**src/rtl/pfw_pkg.sv**
```systemverilog
package pfw_pkg;
  localparam int CODE_W = 4;

  typedef struct packed {
    logic [CODE_W-1:0] code;
    logic              en;
  } pfw_cfg_t;
endpackage

```
**src/rtl/pfw_cfg_reg.sv**
```systemverilog
module pfw_cfg_reg
  import pfw_pkg::*;
(
  input  logic       clk,
  input  logic       rst_n,
  input  logic       we,
  input  pfw_cfg_t   wdata,
  output pfw_cfg_t   cfg
);
  always_ff @(posedge clk or negedge rst_n) begin
    if (!rst_n) cfg <= '0;
    else if (we) cfg <= wdata;
  end


  cfg_load_chk: assert property (@(posedge clk) disable iff (!rst_n)
    we |=> (cfg == $past(wdata)));
endmodule

```
**src/rtl/pfw_thresh.sv**
```systemverilog
module pfw_thresh #(
  parameter int CODE_W   = 4,
  parameter int LVL_W    = 10,
  parameter int MIN_CODE = 4,
  parameter int BASE     = 170,
  parameter int STEP     = 10
) (
  input  logic [CODE_W-1:0] code,
  output logic [LVL_W-1:0]  level
);
  localparam logic [CODE_W-1:0] MIN_C = CODE_W'(MIN_CODE);
  logic [CODE_W-1:0] eff;

  always_comb begin
    eff   = (code < MIN_C) ? MIN_C : code;
    level = LVL_W'(BASE) + LVL_W'(STEP) * (LVL_W'(eff) - LVL_W'(MIN_CODE));
  end
endmodule

```
**src/rtl/pfw_hyst_cmp.sv**
```systemverilog
module pfw_hyst_cmp #(
  parameter int SUP_W = 8,
  parameter int LVL_W = 10,
  parameter int HYST  = 5
) (
  input  logic             clk,
  input  logic             rst_n,
  input  logic             active,
  input  logic [SUP_W-1:0] supply,
  input  logic [LVL_W-1:0] thr,
  output logic             low_q,
  output logic             low_rise
);
  logic [LVL_W-1:0] sup_ext;
  logic [LVL_W-1:0] hi_lvl;
  logic             below;
  logic             above;
  logic             low_d;

  always_comb begin
    sup_ext  = LVL_W'(supply);
    hi_lvl   = thr + LVL_W'(HYST);
    below    = sup_ext < thr;
    above    = sup_ext > hi_lvl;
    if (!active)    low_d = 1'b0;
    else if (low_q) low_d = !above;
    else            low_d = below;
    low_rise = low_d && !low_q;
  end

  always_ff @(posedge clk or negedge rst_n) begin
    if (!rst_n) low_q <= 1'b0;
    else        low_q <= low_d;
  end


  hyst_hold_chk: assert property (@(posedge clk) disable iff (!rst_n)
    (active && low_q && (sup_ext <= hi_lvl)) |=> low_q);


  gate_off_chk: assert property (@(posedge clk) disable iff (!rst_n)
    !active |=> !low_q);
endmodule

```
**src/rtl/pfw_event.sv**
```systemverilog
module pfw_event (
  input  logic clk,
  input  logic rst_n,
  input  logic rise,
  input  logic clr,
  input  logic irq_en,
  output logic evt_q,
  output logic irq
);
  always_ff @(posedge clk or negedge rst_n) begin
    if (!rst_n)   evt_q <= 1'b0;
    else if (rise) evt_q <= 1'b1;
    else if (clr)  evt_q <= 1'b0;
  end

  assign irq = evt_q && irq_en;


  evt_set_chk: assert property (@(posedge clk) disable iff (!rst_n)
    rise |=> evt_q);


  evt_sticky_chk: assert property (@(posedge clk) disable iff (!rst_n)
    (evt_q && !clr) |=> evt_q);
endmodule

```
**src/rtl/pwr_fail_warn.sv**
```systemverilog
module pwr_fail_warn
  import pfw_pkg::*;
#(
  parameter int SUP_W    = 8,
  parameter int HYST     = 5,
  parameter int MIN_CODE = 4,
  parameter int BASE     = 170,
  parameter int STEP     = 10
) (
  input  logic              clk,
  input  logic              rst_n,
  input  logic              cfg_we,
  input  logic [CODE_W:0]   cfg_wdata,
  output logic [CODE_W:0]   cfg_rdata,
  input  logic [SUP_W-1:0]  supply_lvl,
  input  logic              hfclk_on,
  input  logic              sys_off,
  input  logic              evt_clr,
  input  logic              irq_en,
  output logic              warn_evt,
  output logic              irq,
  output logic              nvm_wr_inhibit
);
  localparam int LVL_W = SUP_W + 2;

  pfw_cfg_t         cfg;
  logic [LVL_W-1:0] thr;
  logic             active;
  logic             low_q;
  logic             low_rise;

  pfw_cfg_reg u_cfg (
    .clk   (clk),
    .rst_n (rst_n),
    .we    (cfg_we),
    .wdata (pfw_cfg_t'(cfg_wdata)),
    .cfg   (cfg)
  );

  pfw_thresh #(
    .CODE_W   (CODE_W),
    .LVL_W    (LVL_W),
    .MIN_CODE (MIN_CODE),
    .BASE     (BASE),
    .STEP     (STEP)
  ) u_thr (
    .code  (cfg.code),
    .level (thr)
  );

  assign active = cfg.en && hfclk_on && !sys_off;

  pfw_hyst_cmp #(
    .SUP_W (SUP_W),
    .LVL_W (LVL_W),
    .HYST  (HYST)
  ) u_cmp (
    .clk      (clk),
    .rst_n    (rst_n),
    .active   (active),
    .supply   (supply_lvl),
    .thr      (thr),
    .low_q    (low_q),
    .low_rise (low_rise)
  );

  pfw_event u_evt (
    .clk    (clk),
    .rst_n  (rst_n),
    .rise   (low_rise),
    .clr    (evt_clr),
    .irq_en (irq_en),
    .evt_q  (warn_evt),
    .irq    (irq)
  );

  assign cfg_rdata      = cfg;
  assign nvm_wr_inhibit = low_q;


  en_gate_chk: assert property (@(posedge clk) disable iff (!rst_n)
    !cfg.en |=> !nvm_wr_inhibit);


  irq_mask_chk: assert property (@(posedge clk) disable iff (!rst_n)
    irq |-> (warn_evt && irq_en));
endmodule

```
**config.mk**
```make
export PLATFORM = sky130hd
export DESIGN_NAME = pwr_fail_warn
export DESIGN_NICKNAME = d
export VERILOG_FILES = /design/src/rtl/pfw_pkg.sv /design/src/rtl/pfw_cfg_reg.sv /design/src/rtl/pfw_thresh.sv /design/src/rtl/pfw_hyst_cmp.sv /design/src/rtl/pfw_event.sv /design/src/rtl/pwr_fail_warn.sv
export SDC_FILE = /design/constraint.sdc
export NUM_CORES = 1
export LEC_CHECK = 0
export BUFFER_PORTS_ARGS = -buffer_cell sky130_fd_sc_hd__buf_2
export CORE_MARGIN = 2
export CORE_UTILIZATION = 45
export DETAILED_ROUTE_END_ITERATION = 10
export HOLD_SLACK_MARGIN = 0.06
export PLACE_DENSITY = 0.8
export SYNTH_ARGS = -nofsm -noshare
export SYNTH_HDL_FRONTEND = slang
export SYNTH_SLANG_ARGS = --single-unit
export TNS_END_PERCENT = 20
```
**constraint.sdc**
```tcl
create_clock -name clk -period 7.02 [get_ports clk]
set_input_delay 0.351 -clock clk [delete_from_list [all_inputs] [get_ports clk]]
set_output_delay 0.351 -clock clk [all_outputs]
set_load 0.01 [all_outputs]
```
======== Word-level counts from Yosys, hierarchy flattened ========
Index checks and enable logic that the tools add are counted.
storage, ports and cells
  register bits after elaboration ......... 7
  bits in latches ......................... 0
  memory bits (writable) .................. 0
  bits in read-only memories .............. 0
  input port bits ......................... 20
  output and inout port bits .............. 8
  memories ................................ 0
cells by class
  add/subtract/negate cells ............... 3
  $mul .................................... 1
  div/mod/pow operators ................... 0
  $lt $le $gt $ge ......................... 3
  eq/ne operators ......................... 0
  shift-type cells ........................ 0
  mux-type cells .......................... 5
  bitwise gates (word level) .............. 0
  reduce and logical (&&, ||, !) cells .... 8
operators by type and width
  cell                                                                           number
  10-bit by 3-bit adder with 10-bit output (second input constant)               1
  8-bit by 10-bit adder with 10-bit output (first input constant)                1
  8-bit by 10-bit > comparator with 1-bit output                                 1
  8-bit by 10-bit less-than comparator with 1-bit output                         1
  3-bit by 10-bit multiplier with 9-bit output (first input constant)            1
  4-bit by 3-bit subtractor with 5-bit output (second input constant)            1
  1-bit logical AND                                                              4
  4-bit by 3-bit less-than comparator with 1-bit output (second input constant)  1
  1-bit two-way mux                                                              4
  4-bit two-way mux                                                              1
  1-bit zero test                                                                3
  2-bit nonzero test                                                             1

======== Depth between registers and ports, before layout ========
  word-level depth ........................ 12
  gate-level depth with buffers ........... 16
  depth with buffers taken out ............ 16

======== Cells and area by module ========
A second synthesis with hierarchy kept.
second synthesis, totals
  cell total of the unflattened synthesis .. 113
  area, all modules ....................... 1002.2 µm²
modules (own cells, without submodules)
  module         instances  cells each  area each (µm²)
  pfw_hyst_cmp   1          71          548.0
  pfw_thresh     1          27          221.5
  pfw_cfg_reg    1          10          181.4
  pfw_event      1          4           42.5
  pwr_fail_warn  1          1           8.8

======== Least setup slack after synthesis ========
OpenSTA, ideal clock, no wires.
  path type ............................... flip-flop to flip-flop
  start point ............................. register, netlist name u_cfg.cfg[4]
  end point ............................... register u_cmp.low_q
  library setup time ...................... 130 ps
  data arrival time ....................... 3151 ps
  required time ........................... 6890 ps
  path slack .............................. 3739 ps
  cell stages (with the launch flop) ...... 15
  buffers on the path ..................... 0
  period minus slack after synthesis ...... 3281 ps
  cells stage by stage .................... dfrtp_1 -> o21a_4 -> ha_1 -> ha_1 -> inv_1 -> fa_1 -> or2_0 -> and2_4 -> xor2_1 -> ha_1 -> nand4_1 -> o211ai_1 -> a31oi_1 -> a311oi_1 -> o21ai_1
on the way
  word-level cells in the longest chain between the ends .. 10
  elaborated cells between the ends (all ways) .. 11
  classes of those cells .................. add/sub (3); mul (1); order compare (3); mux (3); reduce/logical (1)
RTL lines
  element                                                line                source
  4-bit by 3-bit less-than comparator with 1-bit output  pfw_thresh.sv:15    eff = (code < MIN_C) ? MIN_C : code;
  4-bit two-way mux *                                    pfw_thresh.sv:15
  4-bit by 3-bit subtractor with 5-bit output *          pfw_thresh.sv:16    level = LVL_W'(BASE) + LVL_W'(STEP) * (LVL_W'(eff) - LVL_W'(MIN_CODE));
  3-bit by 10-bit multiplier with 9-bit output *         pfw_thresh.sv:16
  8-bit by 10-bit adder with 10-bit output *             pfw_thresh.sv:16
  10-bit by 3-bit adder with 10-bit output               pfw_hyst_cmp.sv:22  hi_lvl = thr + LVL_W'(HYST);
  8-bit by 10-bit > comparator with 1-bit output         pfw_hyst_cmp.sv:24  above = sup_ext > hi_lvl;
  1-bit zero test                                        pfw_hyst_cmp.sv:26  else if (low_q) low_d = !above;
  1-bit two-way mux *                                    pfw_hyst_cmp.sv:26
  1-bit two-way mux *                                    pfw_hyst_cmp.sv:25  if (!active) low_d = 1'b0;
  via u_cmp.low_d                                        pfw_hyst_cmp.sv:18  logic low_d;
  end signal: assignment                                 pfw_hyst_cmp.sv:33  else low_q <= low_d;
  end: declaration                                       pfw_hyst_cmp.sv:11  output logic low_q,
Mark *: on every way through the listed nets, which the timed path passes. The rest lies on a longest branch.
A chain may end at the register's enable or synchronous reset.

======== Worst setup path in the final report ========
  start point ............................. register, netlist name u_cfg.cfg[4]
  end point ............................... register u_cmp.low_q
on the way
  word-level cells in the longest chain between the ends .. 10
  elaborated cells between the ends (all ways) .. 11
  classes of those cells .................. add/sub (3); mul (1); order compare (3); mux (3); reduce/logical (1)
RTL lines
  element                                                line
  4-bit by 3-bit less-than comparator with 1-bit output  pfw_thresh.sv:15
  4-bit two-way mux *                                    pfw_thresh.sv:15
  4-bit by 3-bit subtractor with 5-bit output *          pfw_thresh.sv:16
  3-bit by 10-bit multiplier with 9-bit output *         pfw_thresh.sv:16
  8-bit by 10-bit adder with 10-bit output *             pfw_thresh.sv:16
  10-bit by 3-bit adder with 10-bit output               pfw_hyst_cmp.sv:22
  8-bit by 10-bit > comparator with 1-bit output         pfw_hyst_cmp.sv:24
  1-bit zero test                                        pfw_hyst_cmp.sv:26
  1-bit two-way mux *                                    pfw_hyst_cmp.sv:26
  1-bit two-way mux *                                    pfw_hyst_cmp.sv:25
  via u_cmp.low_d                                        pfw_hyst_cmp.sv:18
Marked as above.

==> flow_summary_export.csv <==
group,metric,value,unit
setup_path,ff2ff_setup_slack,3.47,ns
cts,clk_pin_slew,0.05,ns
setup_path,critPathCaptureType,"register",
sta,fin_skew,0.00486,ns
sta,final_max_slew_viol_count,0,
final_layout,final_common_cell,"buf_2",
die,num_rows,16,
die,die_x,48.7,um
die,io_pins,28,
global_route,antenna_found_initial,0,
drt,drcViolationCount,0,
sta,finalHoldViolCount,0,
pwr,power_density,238,mW/mm2
drt,drt_iter0_drc,0,
synthesis,synth.distinct_cells,35,
synthesis,yosysWarnings,0,
setup_path,path_class,"reg2reg",
drt,vias_per_cell,5.17,
synthesis,synth_top_cell_by_area,"ha_1",
setup_path,cp_common_cell,"ha_1",
drt,first_pass_iters,1,
drt,wirelength,1770,um
final_layout,design_area,0.00110,mm2
setup_path,cp_data_required_time,7.15,ns
setup_path,worstPathArrival,3.68,ns
setup_path,reg2reg_depth,15,
cts,clockRootBuffer,"clkbuf_4",
placed_design,dp_hpwl,1550,um
pwr,ir_drop,0.141,mV
setup_path,critPathTopFamily,"adder cells",
global_route,grt_pass1_wl,3160,um
global_route,grt_start_max_net_pins,8,
synthesis,syn_inst,91,
drt,vias,776,
setup_path,critPathSlowestCell,"fa_1",
sta,rsz0062_at_grt,"no",
setup_path,crit_path_start,"u_cfg.cfg[4]$_DFFE_PN0P_",
global_route,grt_usage,16.6,%
sta,timing.fmax,0.282,GHz
pwr,p_leak,0.574,nW
hold_path,hold_depth,2,
sta,hold_slack,0.303,ns
setup_path,cp.depth,15,
sta,fin_crit,3.55,ns
synthesis,avgSynthCellArea,9.89,um2
global_route,grt_overflow,0,
final_layout,nets,164,
synthesis,synth_seq_cells,7,
cts,max-clock-path-buffers,2,
final_layout,final_cell_mix,"buf_2 (27), ha_1 (19), inv_1 (13)",
cts,tritoncts,"built",
hold_path,min_to,"u_evt.evt_q$_DFFE_PN0P_",
die,dieArea,0.00237,mm2
cts,h-tree-depth,1,
final_layout,fin_util,57.5,%
status,outcome,"complete, no violations",
die,die_h,48.7,um
synthesis,yosysSeqAreaShare,19.5,%
cts,clock_latency,0.25,ns
sta,relSlewSlack,80.5,%
hold_path,hold_class,"in2reg",
final_layout,syn_to_final_growth,22.8,%
final_layout,num_antenna_cells,0,
setup_path,max_stage_delay,0.45,ns
synthesis,synth_fp_nets,131,
placed_design,port_buffers,27,
setup_path,r2r-start,"u_cfg.cfg[4]$_DFFE_PN0P_",
placed_design,place_area,0.00107,mm2
cts,post_cts_buffers,0,
placed_design,globalplace.congestion,0.887,
final_layout,drive_gt1_share,35.0,%
setup_path,startpoint_type,"register",
setup_path,crit_chain,"o21ai_0, inv_1, ha_1, ha_1, inv_1, fa_1, or2_0, and2_4, xor2_1, ha_1, nand4_1, o211ai_1, a31oi_1, a311oi_1, o21ai_1",
sta,min_period_over_period,50.6,%
die,start_util,46.8,%
synthesis,ys_top_cells_by_area,"ha_1 (26%), dfrtp_1 (19%), mux2_2 (6.3%)",
cts,cts_sinks,7,
synthesis,synth_top_area_share,26.4,%
sta,setup-violations-final,0,
synthesis,syn-cell-area,900,um2
die,core_area,0.00192,mm2
setup_path,cp_max_fo,6,
setup_path,r2r-end,"u_cmp.low_q$_DFF_PN0_",
hold_path,min-delay-start,"evt_clr",
drt,drtAntennaViolNets,0,
sta,fin_setup_tns,0,ns
sta,worst_pin_slew,0.290,ns
global_route,grt_pass1_vias,776,
flow_run,maxCapViolations,0,
setup_path,cp.buffers_inverters,2,
cts,cts_inserted_buffers,3,
drt,wire_per_inst,11.8,um
cts,cts-resized-gates,0,
area by class of cell:
type                    instances  area (um2)
clock buffers                   4        26.3
fillers                       182         817
inverters                      13        48.8
multi-input cells              71         676
flip-flops and latches          7         175
well taps                      27        33.8
repair buffers                 28         145
metrics by stage:
step | std cells | total power [mW] | setup WS [ns]
after floorplan | 91 | 0.187 | 3.74
after global placement | 145 | 0.220 | 3.63
after detailed placement | 145 | 0.228 | 3.47
after CTS | 150 | 0.266 | 3.47
after global routing | 150 | 0.293 | 3.16
final | 150 | 0.263 | 3.47
worst register-to-register path, cell delays in order (launching register included):
cell and delay [ns]:
dfrtp_1 0.44, o21ai_0 0.30, inv_1 0.13, ha_1 0.20
ha_1 0.17, inv_1 0.06, fa_1 0.45, or2_0 0.26
and2_4 0.18, xor2_1 0.15, ha_1 0.31, nand4_1 0.15
o211ai_1 0.21, a31oi_1 0.06, a311oi_1 0.27, o21ai_1 0.10
how the worst max path moves through the flow:
stage,slack (ns),to
after floorplan,3.74,u_cmp.low_q$_DFF_PN0_
after global placement,3.63,u_cmp.low_q$_DFF_PN0_
after detailed placement,3.47,u_cmp.low_q$_DFF_PN0_
after CTS,3.47,u_cmp.low_q$_DFF_PN0_
after global routing,3.16,u_cmp.low_q$_DFF_PN0_
final,3.47,u_cmp.low_q$_DFF_PN0_
per-layer routing:
layer  vias to the layer above  GRT usage (%)  part of all wire [%]
met5                         -              0                     0
met4                         0           3.33                   1.2
met3                         2           3.70                   2.0
met2                        13           31.7                    55
met1                       370           18.5                    42
li1                        391              -                     -
synthesized netlist by cell type, drive strengths merged:
cell,number
a211o,1
a211oi,2
a21o,2
a21oi,1
a311oi,1
a31oi,1
a32oi,1
and2,3
and3,1
dfrtp,7
fa,1
ha,19
inv,13
mux2,5
mux2i,1
nand2,5
nand3b,1
nand4,2
nor2,1
nor2b,1
nor3,1
o211ai,3
o21a,3
o21ai,4
o22ai,2
or2,1
or2b,1
xnor2,5
xor2,2
registers in the layout, indices dropped and copies added (netlist names):
name / count
u_cfg.cfg: 5
u_cmp.low_q: 1
u_evt.evt_q: 1
cells by family after synthesis:
logic type                 Yosys count  synth area share [%]
AOI/OAI and AO/OA                   21                  18.6
adders and majority gates           20                  28.7
xor gates and xnor gates             7                  9.32
muxes                                6                  7.37
buffers and inverters               13                  5.42
and+or+nand+nor                     17                  11.1
DFF                                  7                  19.5
power breakdown:
part / internal (mW) / total (mW) / leakage [nW] / switching, mW
Combinational: 0.0868 / 0.177 / 0.474 / 0.0899
Clock: 0.0217 / 0.0361 / 0.0150 / 0.0144
Sequential: 0.0454 / 0.0506 / 0.0853 / 0.00527
what timing repair did:
item / CTS / global route
hold buffers: 1 / 0
endpoints found under the setup margin: 0 / 0
hold endpoints to repair: 7 / 0
No activity file was read; power rests on OpenSTA's default activity.
